===== config.mk =====
export PLATFORM = sky130hd
export DESIGN_NAME = dbg_runctl
export DESIGN_NICKNAME = d
export VERILOG_FILES = /design/src/rtl/dbg_runctl_pkg.sv /design/src/rtl/dbg_hart_sel.sv /design/src/rtl/dbg_hart_track.sv /design/src/rtl/dbg_status_agg.sv /design/src/rtl/dbg_runctl.sv
export SDC_FILE = /design/constraint.sdc
export NUM_CORES = 1
export LEC_CHECK = 0
export BUFFER_PORTS_ARGS = -buffer_cell sky130_fd_sc_hd__buf_4
export CORE_MARGIN = 3
export CORE_UTILIZATION = 44
export CTS_BUF_LIST = sky130_fd_sc_hd__clkbuf_16
export CTS_CLUSTER_DIAMETER = 150
export DETAILED_ROUTE_END_ITERATION = 8
export PLACE_DENSITY = 0.73
export SYNTH_ARGS = -nofsm -noshare
export SYNTH_HDL_FRONTEND = slang
export SYNTH_SLANG_ARGS = --single-unit

===== constraint.sdc =====
create_clock -name clk -period 3.15 [get_ports clk]
set_clock_uncertainty 0.2 [all_clocks]
set_input_delay 0.63 -clock clk [delete_from_list [all_inputs] [get_ports clk]]
set_output_delay 0.63 -clock clk [all_outputs]
set_load 0.05 [all_outputs]

===== src/rtl/dbg_runctl_pkg.sv =====
package dbg_runctl_pkg;
  localparam int ADDR_W = 7;
  localparam int DATA_W = 32;
  localparam int SEL_W  = 10;
  localparam int NFLAG  = 5;

  localparam logic [ADDR_W-1:0] ADDR_CTRL = 7'h10;
  localparam logic [ADDR_W-1:0] ADDR_STAT = 7'h11;

  // control field positions
  localparam int C_ACTIVE = 0;
  localparam int C_SYSRST = 1;
  localparam int C_SEL_LO = 16;
  localparam int C_HASEL  = 26;
  localparam int C_ACKHR  = 28;
  localparam int C_HRST   = 29;
  localparam int C_RESUME = 30;
  localparam int C_HALT   = 31;

  // flag order inside the aggregation array
  localparam int F_HALTED = 0;
  localparam int F_RUN    = 1;
  localparam int F_UNAV   = 2;
  localparam int F_RACK   = 3;
  localparam int F_HRST   = 4;

  localparam logic [3:0] SPEC_VER = 4'd2;

  typedef struct packed {
    logic             halt;
    logic             hrst;
    logic             hasel;
    logic [SEL_W-1:0] hsel;
    logic             sysrst;
  } ctl_t;
endpackage


===== src/rtl/dbg_hart_sel.sv =====
module dbg_hart_sel
  import dbg_runctl_pkg::*;
#(
  parameter int NUM_HARTS = 4
) (
  input  logic [SEL_W-1:0]     hartsel,
  input  logic                 hasel,
  input  logic [NUM_HARTS-1:0] mask,
  output logic [NUM_HARTS-1:0] sel,
  output logic                 beyond
);
  assign beyond = (int'(hartsel) >= NUM_HARTS);

  for (genvar i = 0; i < NUM_HARTS; i++) begin : g_sel
    assign sel[i] = (hartsel == SEL_W'(i)) | (hasel & mask[i]);
  end
endmodule


===== src/rtl/dbg_hart_track.sv =====
module dbg_hart_track #(
  parameter int NUM_HARTS = 4
) (
  input  logic                 clk,
  input  logic                 rst_n,
  input  logic                 resume_wr,
  input  logic                 ackhr_wr,
  input  logic                 deact,
  input  logic [NUM_HARTS-1:0] wr_sel,
  input  logic [NUM_HARTS-1:0] eff_rst,
  input  logic [NUM_HARTS-1:0] resume_ack_i,
  output logic [NUM_HARTS-1:0] pending,
  output logic [NUM_HARTS-1:0] rack,
  output logic [NUM_HARTS-1:0] havereset
);
  for (genvar i = 0; i < NUM_HARTS; i++) begin : g_hart
    logic prev_rst;

    always_ff @(posedge clk or negedge rst_n) begin
      if (!rst_n) begin
        pending[i]   <= 1'b0;
        rack[i]      <= 1'b0;
        havereset[i] <= 1'b1;
        prev_rst     <= 1'b0;
      end else begin
        prev_rst <= eff_rst[i];
        if (deact)
          pending[i] <= 1'b0;
        else if (resume_wr && wr_sel[i])
          pending[i] <= 1'b1;
        else if (resume_ack_i[i])
          pending[i] <= 1'b0;

        if (resume_wr && wr_sel[i])
          rack[i] <= 1'b0;
        else if (pending[i] && resume_ack_i[i])
          rack[i] <= 1'b1;

        if (prev_rst && !eff_rst[i])
          havereset[i] <= 1'b1;
        else if (ackhr_wr && wr_sel[i])
          havereset[i] <= 1'b0;
      end
    end
  end
endmodule


===== src/rtl/dbg_status_agg.sv =====
module dbg_status_agg #(
  parameter int NUM_HARTS = 4
) (
  input  logic [NUM_HARTS-1:0] sel,
  input  logic [NUM_HARTS-1:0] flag,
  output logic                 any_o,
  output logic                 all_o
);
  assign any_o = |(sel & flag);
  assign all_o = (|sel) & (&(flag | ~sel));
endmodule


===== src/rtl/dbg_runctl.sv =====
module dbg_runctl
  import dbg_runctl_pkg::*;
#(
  parameter int NUM_HARTS = 4
) (
  input  logic                 clk,
  input  logic                 rst_n,
  input  logic [6:0]           reg_addr,
  input  logic                 reg_wr,
  input  logic                 reg_rd,
  input  logic [31:0]          reg_wdata,
  output logic [31:0]          reg_rdata,
  input  logic [NUM_HARTS-1:0] hart_mask_i,
  input  logic [NUM_HARTS-1:0] halted_i,
  input  logic [NUM_HARTS-1:0] running_i,
  input  logic [NUM_HARTS-1:0] resume_ack_i,
  output logic [NUM_HARTS-1:0] halt_req_o,
  output logic [NUM_HARTS-1:0] resume_req_o,
  output logic [NUM_HARTS-1:0] hart_reset_o,
  output logic                 sys_reset_o
);
  logic active_q;
  ctl_t ctl_q;

  logic ctl_wr, fld_ok, resume_wr, ackhr_wr, deact;
  assign ctl_wr    = reg_wr && (reg_addr == ADDR_CTRL);
  assign fld_ok    = ctl_wr && active_q && reg_wdata[C_ACTIVE];
  assign resume_wr = fld_ok && reg_wdata[C_RESUME] && !reg_wdata[C_HALT];
  assign ackhr_wr  = fld_ok && reg_wdata[C_ACKHR];
  assign deact     = ctl_wr && !reg_wdata[C_ACTIVE];

  always_ff @(posedge clk or negedge rst_n) begin
    if (!rst_n) begin
      active_q <= 1'b0;
      ctl_q    <= '0;
    end else if (ctl_wr) begin
      active_q <= reg_wdata[C_ACTIVE];
      if (fld_ok) begin
        ctl_q.halt   <= reg_wdata[C_HALT];
        ctl_q.hrst   <= reg_wdata[C_HRST];
        ctl_q.hasel  <= reg_wdata[C_HASEL];
        ctl_q.hsel   <= reg_wdata[C_SEL_LO +: SEL_W];
        ctl_q.sysrst <= reg_wdata[C_SYSRST];
      end else begin
        ctl_q <= '0;
      end
    end
  end

  // selection held in the register and selection carried by a write
  logic [NUM_HARTS-1:0] cur_sel, wr_sel;
  logic cur_beyond, wr_beyond;

  dbg_hart_sel #(.NUM_HARTS(NUM_HARTS)) u_sel_cur (
    .hartsel(ctl_q.hsel), .hasel(ctl_q.hasel), .mask(hart_mask_i),
    .sel(cur_sel), .beyond(cur_beyond)
  );

  dbg_hart_sel #(.NUM_HARTS(NUM_HARTS)) u_sel_wr (
    .hartsel(reg_wdata[C_SEL_LO +: SEL_W]), .hasel(reg_wdata[C_HASEL]),
    .mask(hart_mask_i), .sel(wr_sel), .beyond(wr_beyond)
  );

  logic [NUM_HARTS-1:0] eff_rst, rack, havereset;
  assign eff_rst      = ({NUM_HARTS{ctl_q.hrst}} & cur_sel) | {NUM_HARTS{ctl_q.sysrst}};
  assign halt_req_o   = {NUM_HARTS{ctl_q.halt}} & cur_sel;
  assign hart_reset_o = {NUM_HARTS{ctl_q.hrst}} & cur_sel;
  assign sys_reset_o  = ctl_q.sysrst;

  dbg_hart_track #(.NUM_HARTS(NUM_HARTS)) u_track (
    .clk(clk), .rst_n(rst_n), .resume_wr(resume_wr), .ackhr_wr(ackhr_wr),
    .deact(deact), .wr_sel(wr_sel), .eff_rst(eff_rst),
    .resume_ack_i(resume_ack_i), .pending(resume_req_o), .rack(rack),
    .havereset(havereset)
  );

  logic [NFLAG-1:0][NUM_HARTS-1:0] flags;
  logic [NFLAG-1:0] f_any, f_all;
  assign flags[F_HALTED] = halted_i;
  assign flags[F_RUN]    = running_i;
  assign flags[F_UNAV]   = eff_rst;
  assign flags[F_RACK]   = rack;
  assign flags[F_HRST]   = havereset;

  for (genvar k = 0; k < NFLAG; k++) begin : g_agg
    dbg_status_agg #(.NUM_HARTS(NUM_HARTS)) u_agg (
      .sel(cur_sel), .flag(flags[k]), .any_o(f_any[k]), .all_o(f_all[k])
    );
  end

  logic [31:0] stat_word, ctrl_word;
  always_comb begin
    stat_word        = '0;
    stat_word[3:0]   = SPEC_VER;
    stat_word[7]     = 1'b1;
    stat_word[9:8]   = {f_all[F_HALTED], f_any[F_HALTED]};
    stat_word[11:10] = {f_all[F_RUN],    f_any[F_RUN]};
    stat_word[13:12] = {f_all[F_UNAV],   f_any[F_UNAV]};
    stat_word[15:14] = {2{cur_beyond}};
    stat_word[17:16] = {f_all[F_RACK],   f_any[F_RACK]};
    stat_word[19:18] = {f_all[F_HRST],   f_any[F_HRST]};
    ctrl_word                        = '0;
    ctrl_word[C_HALT]                = ctl_q.halt;
    ctrl_word[C_HRST]                = ctl_q.hrst;
    ctrl_word[C_HASEL]               = ctl_q.hasel;
    ctrl_word[C_SEL_LO +: SEL_W]     = ctl_q.hsel;
    ctrl_word[C_SYSRST]              = ctl_q.sysrst;
    ctrl_word[C_ACTIVE]              = active_q;
  end

  always_comb begin
    reg_rdata = '0;
    if (reg_rd) begin
      if (reg_addr == ADDR_CTRL)      reg_rdata = ctrl_word;
      else if (reg_addr == ADDR_STAT) reg_rdata = stat_word;
    end
  end

  logic [SEL_W-1:0] cur_hsel;
  logic cur_hasel;
  assign cur_hsel  = ctl_q.hsel;
  assign cur_hasel = ctl_q.hasel;

  logic unused_bits;
  assign unused_bits = ^{reg_wdata[27], reg_wdata[15:2], wr_beyond};
endmodule


==> Yosys cells after proc, flatten, opt, wreduce, memory -nomap -nowiden <==
Cells that the tools add are included.
{ "totals": {"inputBits": 59, "output_inout_bits": 45, "ff_bits": 31, "word_cells": 152} }
{ "classes": {"n_mux": 32, "n_eq_ne": 8, "order_cmp": 1, "reduce_logical": 54, "n_bitwise": 35} }
{ "ops": {"columns": ["op", "n"], "rows": [
  ["$mux 32", 2],
  ["$eq 10x2->1 const B", 4],
  ["$and 4x4->4", 7],
  ["$mux 1", 28],
  ["$or 4x4->4", 6],
  ["$reduce_or 4->1", 6],
  ["$logic_and 1x1->1", 23],
  ["$eq 10x1->1 const B", 2],
  ["$logic_not 10->1", 2],
  ["$mux 20", 1],
  ["$reduce_and 4->1", 5],
  ["$reduce_bool 2->1", 8],
  ["$eq 7x5->1 const B", 2],
  ["$mux 14", 1],
  ["$and 1x1->1", 13],
  ["$reduce_bool 3->1", 4],
  ["$ge 10x3->1 const B", 1],
  ["$or 1x1->1", 8],
  ["$logic_not 1->1", 6],
  ["$not 4->4", 1]
]} }

==> Depth between registers and ports, before layout <==
Gate-level depths: netlist of run 1.
{ "logic_depth": {"word_depth": 10, "depth_mapped": 6, "ltp_nobuf": 5} }

==> Cells and area by module <==
From an unflattened synthesis of run 1, not the netlist that was laid out.
{ "hier_totals": {"hier_cells": 242, "hier_area_um2": 2150.8} }
{ "by_module_without_submodules": {"columns": ["mod", "area_per_inst_um2", "cells_each", "seq_area_each_um2", "instances"], "rows": [
  ["dbg_runctl", 1116.1, 112, 375.4, 1],
  ["dbg_hart_track", 581.8, 49, 405.4, 1],
  ["dbg_status_agg", 57.6, 11, 0.0, 5],
  ["dbg_hart_sel", 82.6, 13, 0.0, 2]
]} }

==> Worst setup path after synthesis of run 1 <==
Ideal clock, no wire load.
{ "synth_path": {"path_kind": "input-to-output", "from": "in reg_addr[2]", "to": "out reg_rdata[11]", "path_buffers": 1, "arrival_ns": 2.994, "path_slack_ns": -0.674, "t_required_ns": 2.320, "cell_stages": 6, "cell_sequence": "or4b_4 > or3_1 > buf_6 > clkinv_4 > o211ai_2 > a2111oi_2"} }
{ "synth_via": {"elab_chain_len": 4, "elab_cells_between_ends": 5, "cone_classes": "2 x eq/ne; 3 x mux"} }
{ "synth_lines": {"columns": ["item", "line_no", "rtl"], "rows": [
  ["start, declared", "dbg_runctl.sv:8", "input logic [6:0] reg_addr,"],
  ["$eq 7x5->1", "dbg_runctl.sv:115", "else if (reg_addr == ADDR_STAT) reg_rdata = stat_word;"],
  ["$mux 20", "dbg_runctl.sv:115", null],
  ["$mux 32 *", "dbg_runctl.sv:114", "if (reg_addr == ADDR_CTRL) reg_rdata = ctrl_word;"],
  ["$mux 32 *", "dbg_runctl.sv:113", "if (reg_rd) begin"],
  ["end, declared", "dbg_runctl.sv:12", "output logic [31:0] reg_rdata,"]
]} }
Mark *: on every way between the ends. The rest lies on a longest branch, timed or not.

==> Worst setup path in the final report of run 1 <==
{ "layout_path": {"from": "in reg_addr[2]", "to": "out reg_rdata[17]"} }
Same word-level chain as after synthesis.

==> results.json, run 1 <==
{
  "synth-edff-count": 0,
  "wl_per_cell_um": 17.6,
  "drt_pass1_iterations": 5,
  "cap_violations": 0,
  "synth_top_area_share_pct": 31.9,
  "period_share_pct": 100,
  "worstMarginPinSlew_ns": 0.494,
  "grt_pass1_vias": 2232,
  "grt_pass1_wl_mm": 10.8,
  "cts_max_level": 2,
  "route.vias.total": 2176,
  "layout-drive-gt1-share_pct": 40.8,
  "relSlewSlack_pct": 66.7,
  "rows": 24,
  "routed-wl-met3_um": 609,
  "syn_inst": 226,
  "insertion_delay_ns": 0.27,
  "dp_hpwl_mm": 5.06,
  "synth_cell_type_count": 53,
  "dpl.cell_count": 363,
  "synth-seq-cells": 31,
  "start_util_pct": 47.1,
  "finalCriticalPeriod_ns": 3.16,
  "cts_buffers": 5,
  "final_common_cell": "buf_4",
  "area.sequential_um2": 781,
  "root_buffer": "clkbuf_16",
  "violations": "setup timing",
  "antenna_found_initial": 0,
  "place.port_buffers": 80,
  "ctsHoldBuffers": 0,
  "viasPerCell": 5.87,
  "die_x_um": 75.4,
  "syn_area_per_cell_um2": 9.38,
  "cts.path.max_buffers": 2,
  "die_h_um": 75.4,
  "cts_tree": "built",
  "drt-total-wl_mm": 6.53,
  "met1_length_mm": 2.76,
  "clock.fmax_mhz": 316,
  "cp.required_ns": 2.32,
  "drtAntennaViolNets": 0,
  "clkTransAtPathRegs_ns": 0.05,
  "die-area_um2": 5690,
  "multi_input_area_um2": 1280,
  "ff2ff_path_depth": 5,
  "ys.flop_type": "dfrtp_1",
  "timing.final.hold_violations": 0,
  "seq_area_frac_synth_pct": 36.8,
  "finalSetupViolations": 3,
  "async_flop_share_pct": 100,
  "grt_max_degree": 32,
  "pin_count": 104,
  "dr_wl_met2_mm": 3.03,
  "r2r-end": "u_track.g_hart[3].prev_rst$_DFF_PN0_",
  "top_layer_used": "met4",
  "grt-ovfl-total": 0,
  "routabilityCongestion": 0.958,
  "min_path_type": "in -> async",
  "yosys-top-cells-area": "dfrtp_1 32%, a22o_1 6.2%, dfstp_2 5.0%",
  "nFillCells": 372,
  "synth-warning-count": 0,
  "outcome": "finished, violations left",
  "worstPathMaxFanout": 4,
  "syn2layout_area_growth_pct": 47.4,
  "power_uw": 1070,
  "cp-end-kind": "primary output",
  "finalMaxSlewViolations": 0,
  "cts.sinks": 31,
  "drc": 0,
  "diodes": 0,
  "critPathKind": "in -> out",
  "ir_drop_mv": 0.295,
  "nets": 377,
  "core_area_um2": 4500,
  "rrSetupSlack_ns": 1.22,
  "synth_top_cell_by_area": "dfrtp_1",
  "stdcell_count": 371,
  "post_cts_buffers": 0,
  "layout_common_cells": "87 x buf_4, 27 x dfrtp_1, 15 x nor2_1, 15 x and2_1, 15 x a22o_1",
  "power_per_cell_area_nw_per_um2": 344,
  "startpoint_type": "primary input",
  "r2r_start": "cur_hasel$_DFFE_PN0N_",
  "rsz0062_at_grt": "yes",
  "p_leak_uw": 0.00143,
  "layout_setup_ws_ns": -0.0131,
  "syn_area_um2": 2120,
  "grt_usage_pct": 24.9,
  "drtIter0Drc": 134,
  "arrival_ns": 2.33
}
worst max-delay path by stage:
stage,from,endpoint,slack [ns],cells past startpoint
floorplan,reg_addr[2],reg_rdata[11],-0.24,6
global placement,reg_addr[2],reg_rdata[11],-0.17,7
detailed placement,reg_addr[2],reg_rdata[11],-0.19,7
CTS,reg_addr[2],reg_rdata[17],-0.01,7
global route,reg_addr[2],reg_rdata[17],-0.06,7
finish,reg_addr[2],reg_rdata[17],-0.01,7
cells in the mapped netlist (all sizes together) (3+ instances only):
master,count
a21oi,9
a22o,15
a22oi,4
a32oi,3
and2,15
buf,14
clkbuf,5
dfrtp,27
dfstp,4
inv,13
mux2i,4
nand2,12
nand3,7
nor2,18
nor2b,12
nor4,5
o21ai,3
o22a,5
o22ai,6
o2bb2ai,3
o41ai,5
per-layer routing:
metal / vias up / GRT usage, %
met5: - / 0
met4: 0 / 9.90
met3: 14 / 7.12
met2: 116 / 38.8
met1: 1021 / 32.6
li1: 1025 / -
power by group:
| part | internal, uW | switching, uW |
|---|---|---|
| logic | 55.0 | 77.6 |
| registers | 401 | 1.95 |
| clock network | 368 | 170 |
sequential cells by signal (all words and copies together), names as in the netlist, 2 cells and up:
register and cells:
cur_hsel 10, u_track.g_hart.prev_rst 4, u_track.havereset 4, u_track.pending 4
u_track.rack 4, ctl_q 2
cells by family (layout without fill, tap and decap cells):
kind of cell,count (synthesis),count (layout),share of synthesized area [%]
other,1,8,0.177
multiplexers,7,7,4.55
AO/OA/AOI/OAI,70,70,27.6
AND/OR/NAND/NOR,84,84,22.8
flip-flops,31,31,36.8
buffers and inverters,33,119,8.09
cell type report:
cell class,instances,share of cell area [%]
tap,52,2.08
timing repair buffer,97,24.7
clock inverter,3,1.24
multi-input combinational,169,40.8
inverter,14,2.08
sequential,31,25.0
clock buffer,5,4.00
stage by stage:
step	hold slack (ns)	cell area (um2)	setup TNS, ns	setup slack, ns	util (%)
after floorplan	0.134	2210	-1.04	-0.241	-
after global placement	0.242	2900	-0.471	-0.165	64.4
after detailed placement	0.258	2900	-0.610	-0.189	64.4
after CTS	0.100	3110	-0.0219	-0.0111	69.0
after global routing	0.113	3120	-0.197	-0.0615	69.4
final	0.0841	3120	-0.0193	-0.0131	69.4
worst max-delay path, cell delays in order:
cell and delay (ns):
buf_6 0.09, or4b_4 0.53, or3_4 0.45, clkinv_8 0.07, o21ai_4 0.09, o41ai_4 0.25
buf_6 0.20
timing repair:
action / CTS / global route
resized for setup: 11 / 4
pin swaps: 2 / 2
setup endpoints to repair: 9 / 7
No activity file was read; power rests on OpenSTA's default activity.
==> run 2, diff against run 1 <==
--- a/config.mk
+++ b/config.mk
@@ -7,7 +7,7 @@
 export LEC_CHECK = 0
 export BUFFER_PORTS_ARGS = -buffer_cell sky130_fd_sc_hd__buf_4
 export CORE_MARGIN = 3
-export CORE_UTILIZATION = 44
+export CORE_UTILIZATION = 42
 export CTS_BUF_LIST = sky130_fd_sc_hd__clkbuf_16
 export CTS_CLUSTER_DIAMETER = 150
 export DETAILED_ROUTE_END_ITERATION = 8
==> constraint.sdc (replaced) <==
create_clock -name clk -period 2.9 [get_ports clk]
set_clock_uncertainty 0.2 [all_clocks]
set_input_delay 0.58 -clock clk [delete_from_list [all_inputs] [get_ports clk]]
set_output_delay 0.58 -clock clk [all_outputs]
set_load 0.05 [all_outputs]
==> results.json, run 2 (synthesized netlist as in run 1, its figures left out) <==
{
  "outcome": "finished, violations left",
  "violations": "setup timing",
  "drtAntennaViolNets": 0,
  "worstMarginPinSlew_ns": 0.488,
  "period_share_pct": 104,
  "finalCriticalPeriod_ns": 3.01,
  "layout_common_cells": "76 x buf_4, 27 x dfrtp_1, 22 x buf_6, 15 x nor2_1, 15 x a22o_1",
  "grt-ovfl-total": 0,
  "wl_per_cell_um": 17.2,
  "nFillCells": 415,
  "timing.final.hold_violations": 0,
  "layout_setup_ws_ns": -0.112,
  "startpoint_type": "primary input",
  "clkPwrFrac_pct": 44.8,
  "worstPathMaxFanout": 4,
  "min_path_type": "in -> async",
  "whs_ns": 0.0304,
  "antenna_found_initial": 0,
  "finalInstanceArea_um2": 3250,
  "routabilityCongestion": 0.958,
  "syn2layout_area_growth_pct": 53.5,
  "critPathKind": "in -> out",
  "insertion_delay_ns": 0.27,
  "rsz0062_at_grt": "yes",
  "die-area_um2": 5940,
  "cts_max_level": 2,
  "clock.fmax_mhz": 332,
  "setup.worst_path.start": "reg_addr[2]",
  "nets": 381,
  "drtIter0Drc": 205,
  "stdcell_count": 390,
  "r2r_start": "cur_hsel[9]$_DFFE_PN0N_",
  "drt-total-wl_mm": 6.71,
  "cp.required_ns": 2.12,
  "pin_count": 104,
  "cts.path.max_buffers": 2,
  "placed_cell_area_um2": 2940,
  "place.port_buffers": 80,
  "route.vias.total": 2230,
  "seqPwrFrac_pct": 41.3,
  "preCtsSetupSlack_ns": -0.347,
  "die_x_um": 77.0,
  "combPwrFrac_pct": 13.9,
  "cp-end-kind": "primary output",
  "post-route-util_pct": 68.0,
  "power_switching_uw": 254,
  "cts_buffers": 5,
  "cts_tree": "built",
  "final_common_cell": "buf_4",
  "switching_share_pct": 24.0,
  "largest_reg_flops": 10,
  "dp_hpwl_mm": 5.00,
  "power.internal_uw": 806,
  "ir_drop_mv": 0.334,
  "diodes": 0,
  "finalSetupViolations": 10,
  "finalMaxSlewViolations": 0,
  "cap_violations": 0,
  "p_leak_uw": 0.00147,
  "grt_pass1_wl_mm": 11.0,
  "relSlewSlack_pct": 67.1,
  "drc": 0,
  "grt_max_degree": 32,
  "layout-drive-gt1-share_pct": 44.9,
  "grt_usage_pct": 23.0,
  "dpl.cell_count": 379,
  "arrival_ns": 2.23,
  "root_buffer": "clkbuf_16",
  "cts.sinks": 31,
  "die_h_um": 77.0,
  "grt_pass1_vias": 2282,
  "power_per_cell_area_nw_per_um2": 326,
  "start_util_pct": 44.3,
  "viasPerCell": 5.72,
  "drt_pass1_iterations": 5,
  "rows": 25,
  "core_area_um2": 4790,
  "clkTransAtPathRegs_ns": 0.05
}
[run 2: timing repair]
action / CTS / global route
hold buffers: 0 / 0
gates resized for setup: 19 / 21
endpoints found under the setup margin: 19 / 19
cloned: 1 / 0
setup buffers: 2 / 0
pin swaps: 2 / 1
[run 2: through the flow]
step	setup TNS, ns	power, uW
final	-0.730	1060
after global routing	-1.08	1100
after CTS	-1.24	1070
after detailed placement	-2.40	586
after global placement	-2.19	584
after floorplan	-2.44	513
[run 2: final cells by class]
class,instances,area [um2],share of cell area [%]
clock buffers,5,125,3.85
clock inverters,3,12.5,0.385
inverters,14,65.1,2.00
multi-input cells,169,1320,40.7
flip-flops and latches,31,781,24.0
well taps,67,83.8,2.58
repair buffers,101,863,26.5
[run 2: path summary, 6_finish.rpt]
kind,to,slack (ns),cells past startpoint
max,reg_rdata[19],-0.11,7
max reg2reg,u_track.havereset[2]$_DFFE_PN1P_,0.94,6
max in group asynchronous,u_track.havereset[1]$_DFFE_PN1P_,2.14,1
min in group clk,u_track.havereset[1]$_DFFE_PN1P_,0.26,2
min,cur_hsel[7]$_DFFE_PN0N_,0.03,1
min reg2reg,u_track.havereset[1]$_DFFE_PN1P_,0.26,2
[run 2: power by group through the flow]
stage	combinational, uW	clock, uW	sequential (uW)
floorplan	68.4	0	444
global route	159	506	438
detailed placement	141	0	445
finish	147	475	438
CTS	146	484	438
global placement	139	0	445
[run 2: critical path, stage by stage]
cell	delay, ns
buf_6	0.09
or4b_4	0.54
or3_4	0.40
clkinv_8	0.07
o21ai_4	0.10
o41ai_4	0.25
buf_6	0.20
[run 2: routing by layer]
metal,global-route usage [%],up-vias,routed length [um]
li1,-,1033,-
met1,28.6,1083,2820
met2,38.7,104,3270
met3,5.28,10,498
met4,8.90,0,116
met5,0,-,0
